**src/rtl/scl_gen_pkg.sv**
```systemverilog
// Shared types and constants of the SCL period generator.
// Assumes nothing beyond a single clock domain.
package scl_gen_pkg;

    // Phases of one SCL period plus idle
    typedef enum logic [1:0] {
        PH_IDLE    = 2'd0,
        PH_LOW     = 2'd1,
        PH_RELEASE = 2'd2,
        PH_HIGH    = 2'd3
    } scl_phase_e;

    // Fixed cycles added to the programmed high count
    localparam int HIGH_OVERHEAD = 8;

endpackage

```
**src/rtl/scl_count_sel.sv**
```systemverilog
// Selects the count pair for the active mode and turns it into phase limits.
// A zero count is clamped to 1. Low limit L gives L+1 cycles of low phase.
// High limit H+OVERHEAD-1 gives H+OVERHEAD cycles of high phase.
// Assumes the counts are stable while the generator runs.
module scl_count_sel
    import scl_gen_pkg::*;
#(
    parameter int CNT_W = 16
) (
    input  logic             fast_sel,
    input  logic [CNT_W-1:0] ss_hcnt,
    input  logic [CNT_W-1:0] ss_lcnt,
    input  logic [CNT_W-1:0] fs_hcnt,
    input  logic [CNT_W-1:0] fs_lcnt,
    output logic [CNT_W:0]   low_lim,
    output logic [CNT_W:0]   high_lim
);
    localparam int HI_W   = CNT_W + 1;
    localparam int NMODES = 2;

    logic [CNT_W-1:0] raw_h [NMODES];
    logic [CNT_W-1:0] raw_l [NMODES];
    logic [CNT_W-1:0] clp_h [NMODES];
    logic [CNT_W-1:0] clp_l [NMODES];

    assign raw_h[0] = ss_hcnt;
    assign raw_l[0] = ss_lcnt;
    assign raw_h[1] = fs_hcnt;
    assign raw_l[1] = fs_lcnt;

    // Clamp every mode's counts to a minimum of one
    for (genvar g = 0; g < NMODES; g++) begin : g_clamp
        assign clp_h[g] = (raw_h[g] == '0) ? CNT_W'(1) : raw_h[g];
        assign clp_l[g] = (raw_l[g] == '0) ? CNT_W'(1) : raw_l[g];
    end

    // Pick the active pair and form the terminal values
    always_comb begin
        low_lim  = {1'b0, clp_l[fast_sel]};
        high_lim = {1'b0, clp_h[fast_sel]} + HI_W'(HIGH_OVERHEAD - 1);
    end

endmodule

```
**src/rtl/scl_phase_timer.sv**
```systemverilog
// Phase counter. It counts up from zero while run is high and returns to zero
// in the cycle after reaching the limit or whenever run is low. With limit N
// a phase lasts N+1 cycles. Assumes limit is steady during a phase.
module scl_phase_timer #(
    parameter int W = 17
) (
    input  logic         clk,
    input  logic         rst_n,
    input  logic         run,
    input  logic [W-1:0] limit,
    output logic         done
);
    logic [W-1:0] count;

    assign done = run && (count == limit);

    // Advance inside a phase, fall back to zero otherwise
    always_ff @(posedge clk) begin
        if (!rst_n)
            count <= '0;
        else if (run && !done)
            count <= count + W'(1);
        else
            count <= '0;
    end


    count_bound_chk: assert property (@(posedge clk) disable iff (!rst_n)
        run |-> (count <= limit));


    count_idle_chk: assert property (@(posedge clk) disable iff (!rst_n)
        ($past(!run) && $past(rst_n)) |-> (count == '0));

endmodule

```
**src/rtl/scl_phase_fsm.sv**
```systemverilog
// Period sequencer: idle -> low -> release (wait for SCL high) -> high -> low.
// It owns the enable handshake. Status rises when leaving idle and falls only
// as a high phase completes with the request removed.
// Assumes scl_in is already synchronised to clk.
module scl_phase_fsm
    import scl_gen_pkg::*;
(
    input  logic       clk,
    input  logic       rst_n,
    input  logic       en_req,
    input  logic       scl_in,
    input  logic       done,
    output scl_phase_e phase,
    output logic       scl_rise,
    output logic       en_status
);
    scl_phase_e phase_nx;

    // Next-phase decision
    always_comb begin
        phase_nx = phase;
        case (phase)
            PH_IDLE:    if (en_req) phase_nx = PH_LOW;
            PH_LOW:     if (done)   phase_nx = PH_RELEASE;
            PH_RELEASE: if (scl_in) phase_nx = PH_HIGH;
            PH_HIGH:    if (done)   phase_nx = en_req ? PH_LOW : PH_IDLE;
            default:                phase_nx = PH_IDLE;
        endcase
    end

    // Phase register
    always_ff @(posedge clk) begin
        if (!rst_n) phase <= PH_IDLE;
        else        phase <= phase_nx;
    end

    // Rise pulse in the first high-phase cycle
    always_ff @(posedge clk) begin
        if (!rst_n) scl_rise <= 1'b0;
        else        scl_rise <= (phase == PH_RELEASE) && scl_in;
    end

    // Enable status follows the request only at safe points
    always_ff @(posedge clk) begin
        if (!rst_n)
            en_status <= 1'b0;
        else if (phase == PH_IDLE && en_req)
            en_status <= 1'b1;
        else if (phase == PH_HIGH && done && !en_req)
            en_status <= 1'b0;
    end


    en_rise_chk: assert property (@(posedge clk) disable iff (!rst_n)
        $rose(en_status) |-> ($past(en_req) && (phase == PH_LOW)));


    en_fall_chk: assert property (@(posedge clk) disable iff (!rst_n)
        $fell(en_status) |-> (!$past(en_req) && $past(phase == PH_HIGH) && phase == PH_IDLE));


    idle_release_chk: assert property (@(posedge clk) disable iff (!rst_n)
        !en_status |-> (phase != PH_LOW));


    rise_pulse_chk: assert property (@(posedge clk) disable iff (!rst_n)
        scl_rise |=> !scl_rise);


    stretch_hold_chk: assert property (@(posedge clk) disable iff (!rst_n)
        (phase == PH_RELEASE && !scl_in) |=> (phase == PH_RELEASE && !scl_rise));

endmodule

```
**src/rtl/scl_timing_gen.sv**
```systemverilog
// Top of the SCL period generator. It joins count selection, the shared phase
// timer and the period sequencer. scl_oe=1 pulls the line low.
// Assumes the count and mode inputs change only while en_status is 0.
module scl_timing_gen
    import scl_gen_pkg::*;
#(
    parameter int CNT_W = 16
) (
    input  logic             clk,
    input  logic             rst_n,
    input  logic             en_req,
    input  logic             fast_sel,
    input  logic [CNT_W-1:0] ss_hcnt,
    input  logic [CNT_W-1:0] ss_lcnt,
    input  logic [CNT_W-1:0] fs_hcnt,
    input  logic [CNT_W-1:0] fs_lcnt,
    input  logic             scl_in,
    output logic             scl_oe,
    output logic             scl_rise,
    output logic             en_status
);
    localparam int TW = CNT_W + 1;

    logic [TW-1:0] low_lim;
    logic [TW-1:0] high_lim;
    logic [TW-1:0] cur_lim;
    logic          tmr_run;
    logic          tmr_done;
    scl_phase_e    phase;

    scl_count_sel #(.CNT_W(CNT_W)) u_sel (
        .fast_sel (fast_sel),
        .ss_hcnt  (ss_hcnt),
        .ss_lcnt  (ss_lcnt),
        .fs_hcnt  (fs_hcnt),
        .fs_lcnt  (fs_lcnt),
        .low_lim  (low_lim),
        .high_lim (high_lim)
    );

    // Timer runs only in the timed phases, with the matching limit
    always_comb begin
        tmr_run = (phase == PH_LOW) || (phase == PH_HIGH);
        cur_lim = (phase == PH_HIGH) ? high_lim : low_lim;
    end

    scl_phase_timer #(.W(TW)) u_tmr (
        .clk   (clk),
        .rst_n (rst_n),
        .run   (tmr_run),
        .limit (cur_lim),
        .done  (tmr_done)
    );

    scl_phase_fsm u_fsm (
        .clk       (clk),
        .rst_n     (rst_n),
        .en_req    (en_req),
        .scl_in    (scl_in),
        .done      (tmr_done),
        .phase     (phase),
        .scl_rise  (scl_rise),
        .en_status (en_status)
    );

    // Open-drain enable: low only during the low phase
    assign scl_oe = (phase == PH_LOW);


    oe_disabled_chk: assert property (@(posedge clk) disable iff (!rst_n)
        !en_status |-> (!scl_oe && !scl_rise));


    rise_after_release_chk: assert property (@(posedge clk) disable iff (!rst_n)
        scl_rise |-> (!scl_oe && $past(!scl_oe) && $past(scl_in)));

endmodule

```
**config.mk**
```make
export PLATFORM = sky130hd
export DESIGN_NAME = scl_timing_gen
export DESIGN_NICKNAME = d
export VERILOG_FILES = /design/src/rtl/scl_gen_pkg.sv /design/src/rtl/scl_count_sel.sv /design/src/rtl/scl_phase_timer.sv /design/src/rtl/scl_phase_fsm.sv /design/src/rtl/scl_timing_gen.sv
export SDC_FILE = /design/constraint.sdc
export NUM_CORES = 1
export LEC_CHECK = 0
export ABC_AREA = 1
export BUFFER_PORTS_ARGS = -buffer_cell sky130_fd_sc_hd__buf_4
export CAP_MARGIN = 15
export CORE_MARGIN = 2
export CORE_UTILIZATION = 53
export CTS_BUF_LIST = sky130_fd_sc_hd__clkbuf_16
export DETAILED_ROUTE_END_ITERATION = 10
export GPL_TIMING_DRIVEN = 0
export PLACE_DENSITY = 0.81
export SYNTH_ARGS = -nofsm -noshare
export SYNTH_HDL_FRONTEND = slang
export SYNTH_SLANG_ARGS = --single-unit
```
**constraint.sdc**
```tcl
create_clock -name clk -period 3.15 [get_ports clk]
set_input_delay 0.315 -clock clk [delete_from_list [all_inputs] [get_ports clk]]
set_output_delay 0.315 -clock clk [all_outputs]
set_load 0.05 [all_outputs]
```
# [Word level (Yosys, flattened, before mapping)]
# Cells that the tools add are included.
[op_classes] n_lt_le_gt_ge=1 n_bitwise=1 reduce_logical=17 n_eq_ne=8 n_mux=19 addsub=2
[ops] cell="$mux W16" n=10
[ops] cell="$logic_not A16 Y1" n=4
[ops] cell="$add A16 B3 Y17 const B" n=1
[ops] cell="$add A17 B1 Y17 const B" n=1
[ops] cell="$eq A17 B17 Y1" n=1
[ops] cell="$mux W17" n=1
[ops] cell="$mux W2" n=4
[ops] cell="$pmux W2 S4" n=1
[ops] cell="$logic_and A1 B1 Y1" n=6
[ops] cell="$eq A2 B2 Y1 const B" n=2
[ops] cell="$ne A2 B1 Y1 const B" n=2
[ops] cell="$ne A2 B2 Y1 const B" n=2
[ops] cell="$reduce_and A4 Y1" n=1
[ops] cell="$mux W1" n=3
[ops] cell="$eq A2 B1 Y1 const B" n=1
[ops] cell="$ge A2 B2 Y1 const B" n=1
[ops] cell="$logic_not A1 Y1" n=2
[ops] cell="$logic_not A2 Y1" n=1
[ops] cell="$not A1 Y2" n=1
[ops] cell="$reduce_and A2 Y1" n=1
[ops] cell="$reduce_bool A2 Y1" n=1
[ops] cell="$logic_or A1 B1 Y1" n=1
[totals] output_inout_bits=3 elab_cells=52 reg_bits=21

# [Longest topological paths before layout]
# Gate-level depths: netlist (run 1).
[logic_depth] word_depth=13 depth_mapped=25

# [By module]
# Synthesis (run 1) repeated with hierarchy kept, for this count alone.
[hier_totals] hier_cells=497 hier_area_um2=2737.6
[by_module_without_submodules] mod="scl_count_sel" area_per_inst_um2=1103.6 seq_area_each_um2=0.0 cells_per_inst=229 instances=1
[by_module_without_submodules] mod="scl_phase_timer" area_per_inst_um2=1091.0 seq_area_each_um2=340.3 cells_per_inst=173 instances=1
[by_module_without_submodules] mod="scl_timing_gen" area_per_inst_um2=286.5 seq_area_each_um2=0.0 cells_per_inst=60 instances=1
[by_module_without_submodules] mod="scl_phase_fsm" area_per_inst_um2=256.5 seq_area_each_um2=80.1 cells_per_inst=35 instances=1

# [Least setup slack after synthesis (run 1)]
# No wires, ideal clock.
[synth_timing] path_kind="input-to-reg" start="input port fast_sel" end="register u_tmr.count[2]" stages=22 setup_slack_ns=0.636 required_ns=3.034 t_arrival_ns=2.398 n_path_buf=3 cell_sequence="buf_6 > buf_6 > nor2_1 > nand2_1 > nand2_1 > ha_1 > inv_1 > nor2_1 > nor2_4 > nand2_2 > nor2_4 > nand2_1 > clkinv_1 > nand2_1 > nand3_1 > o211ai_1 > nand2_1 > nor2_1 > nand4_2 > nand3_2 > buf_6 > nor2_1"
[synth_between] elab_chain_len=11 elab_cells_between_ends=14 cone_classes="1 x add/sub; 1 x eq/ne; 7 x mux; 1 x bitwise; 4 x reduce/logical"
[synth_lines] item="from (decl)" line_no="scl_timing_gen.sv:12" text="input logic fast_sel,"
[synth_lines] item="$not A1 Y2 (implied by the code) (*)" line_no="scl_count_sel.sv:39, scl_count_sel.sv:40"
[synth_lines] item="$mux W16 (implied by the code) (3 in series)" line_no="scl_count_sel.sv:40" text="high_lim = {1'b0, clp_h[fast_sel]} + HI_W'(HIGH_OVERHEAD - 1);"
[synth_lines] item="$add A16 B3 Y17" line_no="scl_count_sel.sv:40"
[synth_lines] item="$mux W17 (*)" line_no="scl_timing_gen.sv:44" text="cur_lim = (phase == PH_HIGH) ? high_lim : low_lim;"
[synth_lines] item="$eq A17 B17 Y1 (*)" line_no="scl_phase_timer.sv:15" text="assign done = run && (count == limit);"
[synth_lines] item="$logic_and A1 B1 Y1 (*)" line_no="scl_phase_timer.sv:15"
[synth_lines] item="$logic_not A1 Y1 (*)" line_no="scl_phase_timer.sv:21" text="else if (run && !done)"
[synth_lines] item="$logic_and A1 B1 Y1 (*)" line_no="scl_phase_timer.sv:21"
[synth_lines] item="$reduce_and A2 Y1 (no line) (*)"
[synth_lines] item="to (signal assigned)" line_no="scl_phase_timer.sv:22" text="count <= count + W'(1);"
[synth_lines] item="to (decl)" line_no="scl_phase_timer.sv:13" text="logic [W-1:0] count;"
# Mark *: on every way between the ends. The rest lies on a longest branch, timed or not. The select of a mux whose other input is x is not followed.
# A chain may end at the register's enable or synchronous reset.

# [Worst setup path after layout (run 1)]
[layout_timing] start="input port fs_hcnt[9]" end="register u_tmr.count[11]"
[layout_between] elab_chain_len=12
[layout_lines] item="from (decl)" line_no="scl_timing_gen.sv:15" text="input logic [CNT_W-1:0] fs_hcnt,"
[layout_lines] item="$logic_not A16 Y1" line_no="scl_count_sel.sv:33" text="assign clp_h[g] = (raw_h[g] == '0) ? CNT_W'(1) : raw_h[g];"
[layout_lines] item="$mux W16 (*)" line_no="scl_count_sel.sv:33"
[layout_lines] item="$mux W16 (implied by the code) (*) (3 in series)" line_no="scl_count_sel.sv:40"
[layout_lines] item="$add A16 B3 Y17 (*)" line_no="scl_count_sel.sv:40"
[layout_lines] item="$mux W17 (*)" line_no="scl_timing_gen.sv:44"
[layout_lines] item="$eq A17 B17 Y1 (*)" line_no="scl_phase_timer.sv:15"
[layout_lines] item="$logic_and A1 B1 Y1 (*)" line_no="scl_phase_timer.sv:15"
[layout_lines] item="$logic_not A1 Y1 (*)" line_no="scl_phase_timer.sv:21"
[layout_lines] item="$logic_and A1 B1 Y1 (*)" line_no="scl_phase_timer.sv:21"
[layout_lines] item="$reduce_and A2 Y1 (no line) (*)"
# Marks and branches as above.

==> results.md, run 1 <==
* Status: finished clean
* Vias in the first global route at 2916
* Initial core utilization at 54.1%
* CTS Sinks at 21
* Sequential fraction of the synthesis area at 16.7%
* # setup viols final at 0
* First-pass GRT wire length at 11.8 mm
* Synth unique cells at 33
* Layout cells sized above 1 at 19.6%
* Fin cells at 601
* Core Region at 4660 sq um
* Total Wirelength at 7.31 mm
* Gp weighted congestion at 0.902
* Mapped cell area at 2520 sq um
* H-Tree Depth at 1
* RR Endpoint: u_tmr.count[11]
* TritonCTS Buffers at 3
* Final Hold Fails at 0
* Power Total at 1.14 mW
* Remaining global-route overflow at 0
* Chip height at 73.0 um
* Port bufs at 70
* # diodes at 0
* Yosys warns at 0
* Synth top area cells: nand2_1 23%, dfxtp_1 17%, nor2_1 12%, nand3_1 11%, inv_1 7.7%
* Worst r2r src: u_fsm.phase[0]
* Gr usage total at 27.3%
* Fin crit period at 2.85 ns
* TritonCTS clock tree: done
* Min-delay src: scl_in
* Max Freq at 350 MHz
* Area share of the largest cell type after synthesis at 22.6%
* Boundary Pins at 72
* Syn nets at 545
* Share of flip-flops with an asynchronous set or reset at 0%
* Slowest cell delay on critical path at 0.23 ns
* Slew Limit Fails at 0
* Via-per-instance ratio at 5.24
* Worst r2r path cells at 13
* DIE WIDTH at 73.0 um
* Final period utilization at 90.6%
* Clk slew on worst S/H paths at 0.05 ns
* Placed cell count at 594
* Cells after Synth at 470
* Crit-path cells: buf_4 > nor2_1 > nand2_1 > nor2_1 > nand2_1 > nand2_1 > nand2_1 > ha_1 > inv_1 > nor2_1 > nor2_4 > nand2_2 > nor2_4 > nand2_2 > nor2_4 > o21ai_1 > nor2_1 > nand3_1 > nor2_1 > nand4_2 > nand3_4 > buf_6 > nor2_1
* Average size of a mapped cell at 5.37 sq um
* Clk buf depth at 2
* WHS at 0.307 ns
* DRT Pass-1 Iters at 4
* Drc violations at 0
* DRT iter0 DRCs at 146
* Antenna Violating Nets Remaining at 0
* Largest area contributor in the netlist: nand2_1
* Crit path DAT at 3.00 ns
* Area Growth Syn to Fin at 28.3%
* Skew final at 0.00375 ns
* CP Capture Type: flip-flop
* Top_reg_cell synth: dfxtp_1
* Post-synth EDFFs at 0
* Startpoint type of the worst setup path: primary input
* Largest net degree at the start of global routing at 12
* Hold EP: u_fsm.scl_rise
* Row cnt at 25
* Kind of critical path: in -> reg
* Die Area at 5330 sq um
* Final nets at 623
* Post-synthesis register bit count at 21
* Pre-CTS setup slack at -0.0517 ns
* Rel. slew slack at 67.4%
* Vias at 3151
* Setup WS post-layout at 0.296 ns
* Worst Path Required at 3.29 ns
* Clk Latency, worst-skew pair at 0.25 ns
* Clk Tree Root Cell: clkbuf_16
* Maxcap violations at 0
* Hold/Removal Path Class: in -> reg
* Least-Margin Pin Slew at 0.489 ns
* Pleak at 1.56 nW
* VDD IR-drop max at 650 uV
* Hpwl dp at 6.06 mm
* Reg-to-reg slack, setup at 0.41 ns
* Max stage delay cell, worst path: ha_1
* PwrDens at 352 nW/um^2
* Worst hold path depth at 2
* CP Max Fanout at 10
* DR WL/cell at 12.2 um
* Initial antenna violation count at 0
* Worst path most repeated cell: nor2_1
[cells in the final DEF (no fill, tap or decap)]
master     count
nand2_1      150
nor2_1        82
buf_4         73
nand3_1       57
inv_1         53
dfxtp_1       21
xor2_1        13
o21ai_1       11
a21oi_1       10
nand4_1        7
nand2_2        6
ha_1           6
o21ai_0        5
nor2_4         5
or2_2          5
nor3_1         5
buf_6          4
clkbuf_1       4
o211ai_1       4
buf_2          3
clkbuf_16      3
inv_2          2
clkinv_1       2
o21ai_2        2
nor2_2         2
o31ai_1        2
xnor2_1        2
o21a_1         1
or2_1          1
a22oi_1        1
mux2i_1        1
nand4_2        1
nand3_4        1
and3_1         1
a311oi_1       1
[worst max-delay path: cells and delay by family]
kind / cells / cell delay [ns]
and+or+nand+nor: 18 / 2.06
AOI/OAI and AO/OA: 1 / 0.07
buffers and inverters: 3 / 0.33
adders and majority gates: 1 / 0.23
[registers in the layout (all words and copies together) (netlist names)]
name	cells
u_fsm.en_status	1
u_fsm.scl_rise	1
u_fsm.phase	2
u_tmr.count	17
[per-stage QoR]
stage          setup TNS (ns)  util [%]  area (sq um)
2_1_floorplan               0         -          2520
3_3_place_gp          -0.0850      66.9          3120
3_5_place_dp           -0.446      66.9          3120
4_1_cts                     0      68.6          3200
5_1_grt              -0.00337      69.5          3240
6_report                    0      69.5          3240
[cell type report]
type	count	area, sq um
inverter	56	210
tap	54	67.6
clock inverter	1	3.75
multi-input combinational	382	1840
buffer	11	75.1
fill	440	1420
clock buffer	3	75.1
sequential	21	420
timing repair buffer	73	548
[logic make-up after synthesis]
logic type / count (synthesis) / share of synthesized area [%]
simple gates: 323 / 54.9
buf+inv: 67 / 11.3
compound gates: 37 / 8.58
flops: 21 / 16.7
xor+xnor: 15 / 5.21
fa+ha+maj: 6 / 2.97
mux: 1 / 0.397
[synthesized netlist by cell type (3+ instances only)]
cell / number
nand2_1: 152
nor2_1: 83
nand3_1: 57
inv_1: 52
dfxtp_1: 21
xor2_1: 13
o21ai_1: 11
a21oi_1: 10
nand4_1: 7
ha_1: 6
nor3_1: 5
o21ai_0: 5
or2_2: 5
buf_6: 4
clkbuf_1: 4
nand2_2: 4
nor2_4: 4
o211ai_1: 4
buf_2: 3
[power breakdown]
part | internal, mW | switching, mW | total (mW) | leakage (nW)
registers | 0.287 | 0.0215 | 0.308 | 0.170
clock network | 0.169 | 0.0870 | 0.256 | 0.0423
logic | 0.237 | 0.339 | 0.577 | 1.35
total | 0.693 | 0.448 | 1.14 | 1.56
[timing repair]
action / in CTS / in global routing
endpoints found under the hold margin: 0 / 0
resized for setup: 0 / 5
endpoints found under the setup margin: 0 / 12
buffers inserted: 0 / 3
hold buffers: 0 / 0
[routing by layer]
metal,track usage (%),vias to the layer above,wire (um)
met3,1.52,14,289
met4,8.85,0,157
met5,0,-,0
met2,53.2,85,3730
met1,31.0,1414,3140
li1,-,1638,-
[worst max-delay path by stage]
stage | slack, ns | endpoint | from | depth (start not counted)
after detailed placement | -0.05 | u_tmr.count[4] | fs_hcnt[9] | 23
after floorplan | 0.64 | u_tmr.count[2] | fast_sel | 22
after global placement | -0.01 | u_tmr.count[0] | fs_hcnt[15] | 23
after global routing | -0.002 | u_tmr.count[4] | ss_hcnt[11] | 25
final | 0.30 | u_tmr.count[11] | fs_hcnt[9] | 23
after CTS | 0.19 | u_tmr.count[4] | fs_hcnt[9] | 23
(Power assumes the default switching activity.)
==> inputs of run 2 (changes only) <==
--- a/config.mk
+++ b/config.mk
@@ -13,5 +13,4 @@
 export CTS_BUF_LIST = sky130_fd_sc_hd__clkbuf_16
 export DETAILED_ROUTE_END_ITERATION = 10
-export GPL_TIMING_DRIVEN = 0
 export PLACE_DENSITY = 0.81
 export SYNTH_ARGS = -nofsm -noshare
==> constraint.sdc (replaced) <==
create_clock -name clk -period 3.15 [get_ports clk]
set_input_delay 0.315 -clock clk [delete_from_list [all_inputs] [get_ports clk]]
set_output_delay 0.315 -clock clk [all_outputs]
set_load 0.1 [all_outputs]
==> run 2 against run 1 <==
  * Hold slack better by 0.0063 ns
  * Fmax increased by 2.5%
  * Setup slack gained 0.070 ns
  * Routed wire length down 1.0%
  * Sequential share of layout area increased by 0.32 points
  * Register-to-register slack better by 0.18 ns
  * Clock power grew 3%
  * Final area is 2.4% lower
  * Global-route usage rose by 0.36 points
  * Total power rose by 1.3%
  * First-iteration DRC count grew 58%
  * Non-clock buffer count shrank 9
  * Largest cell class unchanged
==> results.md, run 2 (synthesized netlist as in run 1, its figures left out) <==
* Slew Limit Fails at 0 (unchanged)
* Fin crit period at 2.78 ns (-0.0698 ns)
* Largest Register: u_tmr.count
* TritonCTS Buffers at 3 (unchanged)
* Initial core utilization at 54.1% (unchanged)
* Clk buf depth at 2 (unchanged)
* Die Area at 5330 sq um (unchanged)
* H-Tree Depth at 1 (unchanged)
* Skew final at 0.00112 ns (-0.00263 ns)
* CTS Hold Bufs at 0 (unchanged)
* Final nets at 614 (-1.4%)
* Max reg flops at 17 (unchanged)
* Drc violations at 0 (unchanged)
* Worst r2r src: u_fsm.phase[0]
* Kind of critical path: in -> reg
* Vias at 3108 (-1.4%)
* Vias in the first global route at 2828 (-3.0%)
* Least-Margin Pin Slew at 0.359 ns (-0.130 ns)
* Final Hold Fails at 0 (unchanged)
* Post CTS Setup Buffer Count at 0 (unchanged)
* Most frequent cells in the layout: 152 x nand2_1, 83 x nor2_1, 75 x buf_4
* RSZ-0062 raised after global routing: false
* Maxcap violations at 0 (unchanged)
* Initial antenna violation count at 0 (unchanged)
* Worst Path Required at 3.28 ns (about the same)
* Clk Latency, worst-skew pair at 0.25 ns (about the same)
* DIE WIDTH at 73.0 um (unchanged)
* Final period utilization at 88.4% (-2.2 points)
* Layout cells sized above 1 at 18.6% (-0.97 points)
* CTS resizes at 0 (unchanged)
* Pleak at 1.52 nW (-2.4%)
* Antenna Violating Nets Remaining at 0 (unchanged)
* Max Freq at 359 MHz (+2.5%)
* Origin of the worst setup path: fs_hcnt[9]
* Chip height at 73.0 um (unchanged)
* CP Max Fanout at 17 (+7)
* PwrDens at 366 nW/um^2 (+3.8%)
* # setup viols final at 0 (unchanged)
* Min-delay src: scl_in
* Remaining global-route overflow at 0 (unchanged)
* Core Region at 4660 sq um (unchanged)
* CP Capture Type: flip-flop
* Status: finished clean
* Port bufs at 71 (+1.4%)
* Rel. slew slack at 75.9% (+8.5 points)
* Via-per-instance ratio at 5.25 (+0.13%)
* Crit path DAT at 2.92 ns (-0.08 ns)
* Boundary Pins at 72 (unchanged)
* VDD IR-drop max at 478 uV (-27%)
* Power Total at 1.16 mW (+1.3%)
* Total Wirelength at 7.24 mm (-1.0%)
* DRT Pass-1 Iters at 4 (unchanged)
* First-pass GRT wire length at 11.9 mm (+0.41%)
* Gr usage total at 27.6% (+0.36 points)
* Row cnt at 25 (unchanged)
* Startpoint type of the worst setup path: primary input
* TritonCTS clock tree: done
* Hpwl dp at 5.90 mm (-2.6%)
* # diodes at 0 (unchanged)
* Area Growth Syn to Fin at 25.2%
* Fin cells at 592 (-1.5%)
* Clk Tree Root Cell: clkbuf_16
* Hold/Removal Path Class: in -> reg
* Placed cell count at 588 (-1.0%)
* Gp weighted congestion at 0.914 (+1.4%)
* DRT iter0 DRCs at 230 (+58%)
* Commonest non-fill, non-tap cell in the layout: nand2_1
* DR WL/cell at 12.2 um (+0.51%)
* CTS Sinks at 21 (unchanged)
* Largest net degree at the start of global routing at 27 (+15)
* Largest regs: u_tmr.count x17, u_fsm.phase x2
* Setup TNS at 0 ns (unchanged)
* Clk slew on worst S/H paths at 0.05 ns (about the same)
run 2: changes by cell type in the layout (fill, tap and decap cells not counted):
cell / delta
clkinv_2: +1
buf_2: -3
nand3_2: +1
nor2_4: -1
buf_4: +2
buf_6: -4
inv_1: -1
nor2_1: +1
clkbuf_1: -4
nand3_4: -1
nand2_1: +2
nand2_2: -2
run 2: final timing paths:
| check | depth (start not counted) | endpoint | slack, ns |
|---|---|---|---|
| worst max-delay path | 22 | u_tmr.count[4] | 0.37 |
| worst min-delay path | 2 | u_fsm.scl_rise | 0.31 |
| worst max register to register | 13 | u_tmr.count[4] | 0.59 |
| worst min register to register | 1 | u_tmr.count[0] | 0.48 |
run 2: report_power, final:
part / switching (mW) / total, mW / internal, mW
Combinational: 0.367 / 0.583 / 0.216
Clock: 0.0935 / 0.264 / 0.170
Sequential: 0.0218 / 0.308 / 0.287
Total: 0.483 / 1.16 / 0.673
run 2: layout make-up:
type,count,area (sq um)
sequential,21,420
multi-input combinational,382,1820
timing repair buffer,75,563
clock inverter,1,5.00
inverter,56,210
fill,440,1500
clock buffer,3,75.1
tap,54,67.6
run 2: critical path: stages:
cell,delay (ns)
buf_4,0.11
nor2_1,0.12
nand2_1,0.06
nor2_1,0.17
nand2_1,0.08
nand2_1,0.09
nand2_1,0.11
ha_1,0.23
inv_1,0.08
nor2_1,0.08
nor2_4,0.14
nand2_2,0.09
nor2_4,0.11
nand2_1,0.10
nor2_1,0.17
o21ai_1,0.08
nor2_1,0.10
nand3_1,0.07
nor2_1,0.13
nand4_2,0.13
nand3_2,0.27
nor2_1,0.08
run 2: through the flow:
step                instance area, sq um  worst slack [ns]  util (%)  hold slack [ns]
CTS                                 3160             0.330      67.8            0.309
floorplan                           2520             0.636         -            0.429
global route                        3160           0.00843      67.8            0.323
global placement                    3080             0.250      66.1            0.451
finish                              3160             0.366      67.8            0.313
detailed placement                  3080            0.0686      66.1            0.463
run 2: layer usage:
metal	wire, um	vias up	part of all wire, %	global-route usage, %
met4	102	0	1.4	8.02
met5	0	-	0	0
met1	3280	1388	45	35.1
li1	-	1624	-	-
met3	388	9	5.4	2.07
met2	3460	87	48	49.5
